File: src/rtl/link_drop_pkg.sv
package link_drop_pkg;

  localparam int NUM_CNT = 3;

  // index into the windowed counter array; en_i bit is index + 1
  typedef enum int unsigned {
    SRC_SNR  = 0,
    SRC_CODE = 1,
    SRC_RX   = 2
  } cnt_src_e;

  function automatic int max_of3(input int a, input int b, input int c);
    int m;
    m = (a > b) ? a : b;
    return (m > c) ? m : c;
  endfunction

endpackage

File: src/rtl/ldm_window.sv
module ldm_window #(
  parameter int WIN_CYC = 250,
  localparam int WIN_W  = (WIN_CYC > 1) ? $clog2(WIN_CYC) : 1
) (
  input  logic             clk_i,
  input  logic             rst_ni,
  input  logic             restart_i,
  output logic             win_end_o,
  output logic [WIN_W-1:0] win_cnt_o
);

  logic [WIN_W-1:0] cnt_q;

  assign win_end_o = (cnt_q == WIN_W'(WIN_CYC - 1));
  assign win_cnt_o = cnt_q;

  always_ff @(posedge clk_i or negedge rst_ni) begin
    if (!rst_ni)                    cnt_q <= '0;
    else if (restart_i || win_end_o) cnt_q <= '0;
    else                            cnt_q <= cnt_q + 1'b1;
  end

endmodule

File: src/rtl/ldm_evt_cnt.sv
module ldm_evt_cnt #(
  parameter int TH    = 32,
  parameter int CNT_W = 6
) (
  input  logic             clk_i,
  input  logic             rst_ni,
  input  logic             en_i,
  input  logic             evt_i,
  input  logic             clr_i,
  output logic             hit_o,
  output logic [CNT_W-1:0] cnt_o
);

  logic [CNT_W-1:0] cnt_q;

  // threshold seen the moment the last needed event arrives
  assign hit_o = en_i && evt_i && (cnt_q == CNT_W'(TH - 1));
  assign cnt_o = cnt_q;

  always_ff @(posedge clk_i or negedge rst_ni) begin
    if (!rst_ni)                             cnt_q <= '0;
    else if (!en_i || clr_i)                 cnt_q <= '0;
    else if (evt_i && (cnt_q < CNT_W'(TH)))  cnt_q <= cnt_q + 1'b1;
  end

endmodule

File: src/rtl/ldm_loss_filt.sv
module ldm_loss_filt #(
  parameter int LOSS_CYC = 250,
  localparam int LOSS_W  = (LOSS_CYC > 1) ? $clog2(LOSS_CYC) : 1
) (
  input  logic              clk_i,
  input  logic              rst_ni,
  input  logic              en_i,
  input  logic              loss_i,
  input  logic              restart_i,
  output logic              hit_o,
  output logic [LOSS_W-1:0] cnt_o
);

  logic [LOSS_W-1:0] cnt_q;
  logic              full;

  assign full  = (cnt_q == LOSS_W'(LOSS_CYC - 1));
  assign hit_o = en_i && loss_i && full;
  assign cnt_o = cnt_q;

  always_ff @(posedge clk_i or negedge rst_ni) begin
    if (!rst_ni)                          cnt_q <= '0;
    else if (!en_i || !loss_i || restart_i) cnt_q <= '0;
    else if (!full)                       cnt_q <= cnt_q + 1'b1;
  end

endmodule

File: src/rtl/link_drop_mon.sv
module link_drop_mon
  import link_drop_pkg::*;
#(
  parameter int WIN_CYC  = 250,
  parameter int RX_TH    = 32,
  parameter int CODE_TH  = 20,
  parameter int SNR_TH   = 20,
  parameter int LOSS_CYC = 250
) (
  input  logic       clk_i,
  input  logic       rst_ni,
  input  logic [3:0] en_i,
  input  logic       rx_err_i,
  input  logic       code_err_i,
  input  logic       snr_err_i,
  input  logic       loss_i,
  output logic       drop_o
);

  localparam int WIN_W  = (WIN_CYC > 1) ? $clog2(WIN_CYC) : 1;
  localparam int LOSS_W = (LOSS_CYC > 1) ? $clog2(LOSS_CYC) : 1;
  localparam int MAX_TH = max_of3(RX_TH, CODE_TH, SNR_TH);
  localparam int CNT_W  = $clog2(MAX_TH + 1);
  localparam int TH_TAB [NUM_CNT] = '{SNR_TH, CODE_TH, RX_TH};

  logic                            win_end;
  logic [WIN_W-1:0]                win_cnt;
  logic [NUM_CNT-1:0]              evt;
  logic [NUM_CNT-1:0]              cnt_hit;
  logic [NUM_CNT-1:0][CNT_W-1:0]   evt_cnt;
  logic                            loss_hit;
  logic [LOSS_W-1:0]               loss_cnt;
  logic                            trig;
  logic                            drop_q;

  assign evt  = {rx_err_i, code_err_i, snr_err_i};
  assign trig = (|cnt_hit) || loss_hit;

  ldm_window #(
    .WIN_CYC(WIN_CYC)
  ) u_window (
    .clk_i     (clk_i),
    .rst_ni    (rst_ni),
    .restart_i (trig),
    .win_end_o (win_end),
    .win_cnt_o (win_cnt)
  );

  for (genvar g = 0; g < NUM_CNT; g++) begin : g_cnt
    ldm_evt_cnt #(
      .TH    (TH_TAB[g]),
      .CNT_W (CNT_W)
    ) u_cnt (
      .clk_i  (clk_i),
      .rst_ni (rst_ni),
      .en_i   (en_i[g+1]),
      .evt_i  (evt[g]),
      .clr_i  (win_end || trig),
      .hit_o  (cnt_hit[g]),
      .cnt_o  (evt_cnt[g])
    );
  end

  ldm_loss_filt #(
    .LOSS_CYC(LOSS_CYC)
  ) u_loss (
    .clk_i     (clk_i),
    .rst_ni    (rst_ni),
    .en_i      (en_i[0]),
    .loss_i    (loss_i),
    .restart_i (trig),
    .hit_o     (loss_hit),
    .cnt_o     (loss_cnt)
  );

  always_ff @(posedge clk_i or negedge rst_ni) begin
    if (!rst_ni) drop_q <= 1'b0;
    else         drop_q <= trig;
  end

  assign drop_o = drop_q;

endmodule

File: config.mk
export PLATFORM = sky130hd
export DESIGN_NAME = link_drop_mon
export DESIGN_NICKNAME = d
export VERILOG_FILES = /design/src/rtl/link_drop_pkg.sv /design/src/rtl/ldm_window.sv /design/src/rtl/ldm_evt_cnt.sv /design/src/rtl/ldm_loss_filt.sv /design/src/rtl/link_drop_mon.sv
export SDC_FILE = /design/constraint.sdc
export NUM_CORES = 1
export LEC_CHECK = 0
export ABC_AREA = 1
export BUFFER_PORTS_ARGS = -buffer_cell sky130_fd_sc_hd__buf_2
export CORE_AREA = 2 2 72 74
export DETAILED_ROUTE_END_ITERATION = 6
export DIE_AREA = 0 0 74 76
export GPL_TIMING_DRIVEN = 0
export PLACE_DENSITY = 0.63
export SYNTH_ARGS = -nofsm -noshare
export SYNTH_HDL_FRONTEND = slang
export SYNTH_SLANG_ARGS = --single-unit
File: constraint.sdc
create_clock -name clk_i -period 1.3 [get_ports clk_i]
set_input_delay 0.325 -clock clk_i [delete_from_list [all_inputs] [get_ports clk_i]]
set_output_delay 0.325 -clock clk_i [all_outputs]
set_load 0.02 [all_outputs]
# Word-level counts from Yosys, hierarchy flattened

Index checks and enable logic that the tools add are counted.

Bits in registers: 35
Input port bits: 10
Output and inout port bits: 1
Logic and storage cells: 56

Equality and inequality tests: 6
$lt $le $gt $ge: 3
Mux-type cells: 9
Reduce and logical (&&, ||, !) cells: 27
$add $sub $neg: 5

Operators with widths:

| cell                                                       | number |
|---|---|
| 2-to-1 mux 6 bit                                           | 6 |
| 2-to-1 mux 8 bit                                           | 3 |
| adder 6 x 1 -> 6 bit, second input constant                | 3 |
| == test 6 x 5 -> 1 bit, second input constant              | 3 |
| adder 8 x 1 -> 8 bit, second input constant                | 2 |
| == test 8 bit, second input constant                       | 2 |
| less-than comparator 6 x 5 -> 1 bit, second input constant | 2 |
| logical AND 1 bit                                          | 11 |
| logical OR 1 bit                                           | 7 |
| less-than comparator 6 bit, second input constant          | 1 |
| nonzero test 2 bit                                         | 3 |
| zero test 1 bit                                            | 5 |
| OR reduction 3 bit                                         | 1 |
| != test 2 bit, second input constant                       | 1 |

# Logic depth before layout (Yosys ltp)

Gate-level depths: netlist of run 1.

Word-level depth: 7
Mapped depth: 9

# By module

Synthesis of run 1 repeated with hierarchy kept, for this count alone.

Cell total of the unflattened synthesis: 255
Area, all modules: 1,985.7 um^2

By module, submodules not included:

| module                            | sequential area each (um^2) | cells an instance | times used | area each (um^2) |
|---|---|---|---|---|
| ldm_evt_cnt at g_cnt[0].u_cnt ... | 150.1                       | 46                | 2          | 355.3 |
| ldm_loss_filt                     | 200.2                       | 62                | 1          | 460.4 |
| ldm_window                        | 200.2                       | 51                | 1          | 429.2 |
| ldm_evt_cnt at g_cnt[2].u_cnt     | 150.1                       | 44                | 1          | 340.3 |
| link_drop_mon                     | 25.0                        | 6                 | 1          | 45.0 |

# Worst setup path after synthesis of run 1

No wires, ideal clock.

Path kind: register to register
Start: register g_cnt[2].u_cnt.cnt_q[0]
End: register u_loss.cnt_q[7], in the netlist u_loss.cnt_o[7]
Cell stages (with the launch flop): 9
Path slack: -0.022 ns
Clock period less this slack: 1.322 ns
Data arrival time: 1.253 ns
Buffers on the path: 0
Cell sequence: dfrtp_1 -> ha_1 -> nand2_1 -> nor2_1 -> nand2_1 -> nand2_2 -> nor2_8 -> nand3b_4 -> nor2_2

Longest elaborated chain between the ends: 6

Ends and longest elaborated chain:

| element                                                     | RTL line            | RTL |
|---|---|---|
| from (decl)                                                 | ldm_evt_cnt.sv:14   | `logic [CNT_W-1:0] cnt_q;` |
| from (signal assigned)                                      | ldm_evt_cnt.sv:23   | `else if (evt_i && (cnt_q < CNT_W'(TH))) cnt_q <= cnt_q + 1'b1;` |
| == test 6 x 5 -> 1 bit *                                    | ldm_evt_cnt.sv:17   | `assign hit_o = en_i && evt_i && (cnt_q == CNT_W'(TH - 1));` |
| logical AND 1 bit *                                         | ldm_evt_cnt.sv:17   |  |
| OR reduction 3 bit *                                        | link_drop_mon.sv:37 | `assign trig = (\|cnt_hit) \|\| loss_hit;` |
| logical OR 1 bit *                                          | link_drop_mon.sv:37 |  |
| logical OR 1 bit *                                          | ldm_loss_filt.sv:23 | `else if (!en_i \|\| !loss_i \|\| restart_i) cnt_q <= '0;` |
| != test 2 bit (no line) or 2-to-1 mux 8 bit (tied branches) | -                   |  |
| to (signal assigned)                                        | ldm_loss_filt.sv:24 | `else if (!full) cnt_q <= cnt_q + 1'b1;` |
| to (decl)                                                   | ldm_loss_filt.sv:14 | `logic [LOSS_W-1:0] cnt_q;` |

Every way passes the cells marked *; elsewhere a longest branch is shown, timed or not.
A chain may end at the register's enable or synchronous reset.

# Worst setup path after layout of run 1

Start: register g_cnt[2].u_cnt.cnt_q[0]
End: register g_cnt[2].u_cnt.cnt_q[4]

Longest elaborated chain between the ends: 7

Ends and longest elaborated chain:

| element |
|---|
| branches (longest 7 deep; another with adder 6 x 1 -> 6 bit) |

Several ways; the timed one is not identified. The select of a mux whose other input is x is not followed.

==> results.md, run 1 <==
* Reg area at about 880 um^2
* R2R Path Start: g_cnt[2].u_cnt.cnt_o[0]
* DRC Markers at 0
* Hold Vio Cnt, Final at 0
* H-tree levels at 2
* CTS Sinks at 35
* DP Wirelength at between 2 and 2.5 mm
* Critical Path End Type: register
* Std cell rows at 26
* Largest net degree at the start of global routing at 36
* Worst-Margin Slew at ~0.77 ns
* Worst Path Required at 1.52 ns
* Slew HR at 0.4857
* Final nets at approximately 240
* Starting Density at 0.3767
* Global-route wire length before repair at 5.402 mm
* Antenna viol nets, final at 0
* Average routed wire per standard cell at 10.78 um
* Clk pin slew, worst setup/hold paths at around 0.07 ns
* Die Area at 5624 um^2
* Via Count at 1,322
* RSZ-0062 raised after global routing: yes
* Fill cell count at roughly 480
* Drt pass-1 iters at 4
* Pre-CTS WS at -0.1541 ns
* Pwr per Cell Area at 1056 nW/um^2
* Sequential share of the synthesized area at 0.4733
* Max Slew Vio Count at 0
* Critical path fanouts, max at 6
* Post-Route WL at 3.179 mm
* Setup crit start: g_cnt[2].u_cnt.cnt_o[0]
* Avg Inst Size Synth at between 9 and 10 um^2
* Layout cells sized above 1 at 0.2711
* CP startpoint kind: register
* Fin cells at about 300
* Tmin final at between 1 and 1.5 ns
* Total core area at 4912 um^2
* # port buffers at 10
* Max_cap viols at 0
* CTS Buffer Depth at 2
* Outcome: finished with violations
* DR iter-0 viols at between 40 and 50
* Die width at 74 um
* Io pins at 11
* Root buf cell: clkbuf_8
* Failing checks: negative setup slack
* Static Leak at just under 1 nW
* Post-synth cell types at 23
* Area of the multi-input gates at ~940 um^2
* Synthesis Warnings at 0
* Syn nets at approximately 220
* Cells after synthesis at 201
* Post-synthesis sequential element count at 35
* Mapped Area at approximately 1900 um^2
* Antenna violations before repair at 0
* Worst vdd ir at between 600 and 700 uV
* Die span in y at approximately 76 um
* # setup viols final at 34
* TritonCTS clock tree: done
* Vias/cell at about 4.5
* WP data arrival at 1.64 ns
* Setup Skew at between 0.01 and 0.015 ns
* Clk_lat worst skew at 0.29 ns
* Final design utilization at 0.4503
* Antenna cells at 0
* PnR worst setup slack at -0.1233 ns
* GPL Wtd Cong at around 0.78
* Period utilisation layout at 1.095
* Critical setup path kind: register to register
* CTS Buf Count at 5
* Synth-to-layout area growth at 19.54%
* Hold Slack at about 0.1 ns
* Global route total overflow at 0
* Placed cell count at between 200 and 300
* Tightest Hold Check Type: primary input to asynchronous set/reset pin
* Total Routing Usage GR at 0.1239
* Fmax at 702.6 MHz
* Number of global-route vias before repair at around 1,300
placed cells by master (no fill, tap or decap), types with 2 or more instances in the layout:
cell,count
dfrtp_1,35
ha_2,3
nand3_1,10
nand2_1,25
nand2_2,6
nor2_2,14
buf_4,6
xor2_1,14
xnor2_1,4
nor2_4,2
nand4_1,6
ha_1,4
buf_2,10
nand4_4,4
nor2_1,30
inv_2,2
o21bai_1,4
inv_1,24
o21ai_0,5
clkbuf_8,5
metal layers:
metal / up-vias / routed length (um) / GRT usage
li1: 683 / - / -
met5: - / 0 / 0
met1: 618 / 1500 / 0.1541
met3: 7 / 92 / 0.03571
met2: 14 / 1510 / 0.1911
met4: 0 / 76 / 0.06545
power breakdown:
part / switching [mW] / internal [mW]
registers: 0.0454 / 1.14
clock network: 0.375 / 0.562
logic: 0.120 / 0.0958
total: 0.541 / 1.80
Yosys cell counts:
cell type | instances | area share
and3_1 | 1 | 0.0034
dfrtp_1 | 35 | 0.47
nand3_1 | 10 | 0.027
mux2_2 | 1 | 0.0061
nand2_1 | 29 | 0.059
nand3b_4 | 1 | 0.011
nand4_1 | 6 | 0.020
nand3_4 | 1 | 0.0095
xnor2_1 | 4 | 0.019
a31o_2 | 1 | 0.0047
nor2_2 | 3 | 0.010
nand2_2 | 3 | 0.010
and3_2 | 1 | 0.0041
inv_1 | 25 | 0.051
a21oi_1 | 1 | 0.0027
o21bai_1 | 4 | 0.016
nor2_8 | 1 | 0.011
nand4_4 | 4 | 0.046
inv_2 | 1 | 0.0020
nor2_1 | 43 | 0.087
o21ai_0 | 5 | 0.014
ha_1 | 7 | 0.047
xor2_1 | 14 | 0.066
worst max-delay path, stage by stage, from the launching register on:
cell and delay [ns]:
dfrtp_1 0.39, ha_2 0.19, nand2_1 0.07, nor2_2 0.05, nand2_2 0.07, nand2_4 0.07
nor2_8 0.22, nand4_4 0.17, nor2_1 0.13
registers in the layout, summed over array words and instances (netlist names):
name and count:
u_loss.cnt_o 8, u_window.win_cnt_o 8, g_cnt.u_cnt.cnt_o 18, drop_o 1
logic make-up (layout without fill, tap and decap cells):
group | after synthesis | in the layout | share of synthesized area
flip-flops | 35 | 35 | 0.4733
multiplexers | 1 | 1 | 0.006085
AO/OA/AOI/OAI | 11 | 11 | 0.03718
buffers and inverters | 26 | 50 | 0.05274
AND/OR/NAND/NOR | 103 | 103 | 0.2982
XOR/XNOR | 18 | 18 | 0.08519
adder cells (fa/ha/maj) | 7 | 7 | 0.04733
through the flow:
stage / TNS (ns) / cell area [um^2] / total power [mW]
final: -3.324 / 2212 / 2.337
after global routing: -6.520 / 2212 / 2.455
after CTS: -3.800 / 2123 / 2.348
after detailed placement: -4.172 / 1993 / 1.391
after global placement: -3.558 / 1993 / 1.386
after floorplan: 0 / 1856 / 1.318
repair_timing:
item | in CTS | in global routing
setup buffers | 3 | 4
hold buffers | 0 | 0
gates resized for setup | 2 | 21
endpoints found under the hold margin | 0 | 0
pin swaps | 8 | 13
endpoints found under the setup margin | 34 | 35
path summary, 6_finish.rpt:
kind | to | depth (start not counted) | slack, ns
max in group asynchronous | u_window.win_cnt_o[0] | 1 | 0.69
worst max-delay path | g_cnt[2].u_cnt.cnt_o[4] | 8 | -0.12
worst min-delay path | g_cnt[0].u_cnt.cnt_o[2] | 1 | 0.1
worst max register to register | g_cnt[2].u_cnt.cnt_o[4] | 8 | -0.12
min in group clk_i | g_cnt[0].u_cnt.cnt_o[1] | 3 | 0.35
worst min register to register | u_window.win_cnt_o[0] | 1 | 0.50
cell type report:
| type | count | share of cell area |
|---|---|---|
| multi-input cells | 140 | 0.4259 |
| flip-flops and latches | 35 | 0.3959 |
| well taps | 70 | 0.03959 |
| inverters | 26 | 0.04412 |
| clock inverters | 1 | 0.01357 |
| clock buffers | 6 | 0.03281 |
| repair buffers | 17 | 0.04808 |
Power figures use the tool's default switching activity.
==> inputs of run 2 (changes only) <==
--- a/config.mk
+++ b/config.mk
@@ -8,6 +8,7 @@
 export ABC_AREA = 1
 export BUFFER_PORTS_ARGS = -buffer_cell sky130_fd_sc_hd__buf_2
 export CORE_AREA = 2 2 72 74
+export CTS_BUF_LIST = sky130_fd_sc_hd__clkbuf_8
 export DETAILED_ROUTE_END_ITERATION = 6
 export DIE_AREA = 0 0 74 76
 export GPL_TIMING_DRIVEN = 0
==> run 2 against run 1 <==
Highest routed layer unchanged; critical path depth is the same; first-iteration DRC count grew 12%; largest cell class unchanged; sequential power is essentially flat; the flow still finishes with violations (negative setup slack).
==> results.md, run 2 (synthesis gave the netlist of run 1 again) <==
* Outcome: finished with violations
* Failing checks: negative setup slack
* Synth-to-layout area growth at 19.54%
* Max_cap viols at 0
* Die Area at about 5600 um^2
* DRC Markers at 0
* Period utilisation layout at 1.097
* Tmin final at about 1.4 ns
* Antenna violations before repair at 0
* Worst vdd ir at roughly 680 uV
* Setup Skew at between 0.01 and 0.015 ns
* CP startpoint kind: register
* Slowest stage delay, CP at approximately 0.4 ns
* Hold Vio Cnt, Final at 0
* Number of global-route vias before repair at 1,277
* WP data arrival at 1.64 ns
* Tightest Hold Check Type: primary input to asynchronous set/reset pin
* Crit-path cells: ha_2, nand2_1, nor2_2, nand2_2, nand2_4, nor2_8, nand4_4, nor2_1
* Setup crit start: g_cnt[2].u_cnt.cnt_o[0]
* CTS Sinks at 35
* Average routed wire per standard cell at 10.72 um
* RSZ-0062 raised after global routing: yes
* Reg-to-reg endpoint: g_cnt[2].u_cnt.cnt_o[4]
* Reg2Reg Depth at 8
* Global route total overflow at 0
* CP delay by family, top: simple AND/OR/NAND/NOR gates
* Layout cells sized above 1 at 0.2667
* Cell at the slowest stage of the critical path: dfrtp_1
* Overall Power at about 2.3 mW
* R2R Path Start: g_cnt[2].u_cnt.cnt_o[0]
* Critical path fanouts, max at 6
* Worst-Margin Slew at just under 0.8 ns
* Worst Path Required at 1.52 ns
* Final nets at approximately 240
* Clk_lat worst skew at ~0.29 ns
* Antenna viol nets, final at 0
* # port buffers at 10
* Commonest non-fill, non-tap cell in the layout: dfrtp_1
* FF-to-FF setup slack at -0.13 ns
* Commonest cells after routing, fill and taps aside: dfrtp_1 (35), nor2_1 (29), inv_1 (26)
* Total core area at between 4000 and 5000 um^2
* Largest register FFs at 18
* Die span in y at between 70 and 80 um
* # setup viols final at 34
* TritonCTS clock tree: done
* CTS Buf Count at 5
* Post-Route WL at 3.162 mm
* Largest net degree at the start of global routing at 36
* Root buf cell: clkbuf_8
* DR iter-0 viols at between 40 and 50
* CTS Buffer Depth at 2
* DP Wirelength at between 2 and 2.5 mm
* Via Count at 1,321
* Worst path buffer plus inverter count at 0
* Max Slew Vio Count at 0
* Critical Path End Type: register
* Hold Slack at just over 0.1 ns
* GPL Wtd Cong at ~0.8
* H-tree levels at 2
* Starting Density at 0.3767
* Critical setup path kind: register to register
* Global-route wire length before repair at about 5.4 mm
* Total Routing Usage GR at 0.1239
* Drt pass-1 iters at 4
* Fmax at 701.1 MHz
* Vias/cell at approximately 4.5
* Antenna cells at 0
* Die width at 74 um
* Std cell rows at 26
* Clk pin slew, worst setup/hold paths at about 0.07 ns
* Static Leak at between 0.9 and 1 nW
* Pwr per Cell Area at approximately 1100 nW/um^2
* PnR worst setup slack at -0.1263 ns
* Slew HR at 0.4834
* Io pins at 11
## run 2: worst max-delay path by stage
stage | end | cells past startpoint
global route | u_window.win_cnt_o[5] | 8
global placement | u_loss.cnt_o[0] | 8
CTS | g_cnt[0].u_cnt.cnt_o[5] | 8
finish | g_cnt[2].u_cnt.cnt_o[4] | 8
floorplan | u_loss.cnt_o[0] | 8
detailed placement | g_cnt[0].u_cnt.cnt_o[1] | 8
## run 2: timing repair
item                                    CTS  global route
hold buffers                              0             0
endpoints found under the setup margin   34            35
resized for setup                         2            20
pin swaps                                 9            10
buffers inserted                          4             3
## run 2: final cells by class
cell class | instances | area (um^2)
tap | 70 | 87.58
inverter | 26 | 97.59
timing repair buffer | 17 | 106.4
clock inverter | 2 | 33.78
clock buffer | 5 | 68.82
sequential | 35 | 875.8
multi-input combinational | 140 | 942.2
fill | 480 | 2700
## run 2: power by group
part	internal, mW	switching, mW	leakage (nW)
clock network	0.554	0.376	0.0554
logic	0.0959	0.121	0.455
registers	1.14	0.0447	0.470
total	1.79	0.542	0.981
## run 2: metal layers
metal / vias to the layer above / share of wire / track usage
met5: - / 0 / 0
met4: 0 / 0.024 / 0.06545
met3: 7 / 0.029 / 0.03571
met2: 14 / 0.47 / 0.1911
met1: 617 / 0.47 / 0.1541
li1: 683 / - / -
## run 2: stage by stage
step,TNS (ns),util,setup slack [ns],cell area [um^2],instances
after floorplan,0,-,0.004389,1856,201
after global placement,-3.558,0.4058,-0.1190,1993,281
after detailed placement,-4.172,0.4058,-0.1541,1993,281
after CTS,-3.565,0.4338,-0.1392,2131,292
after global routing,-6.531,0.4503,-0.2066,2212,295
final,-3.443,0.4503,-0.1263,2212,295
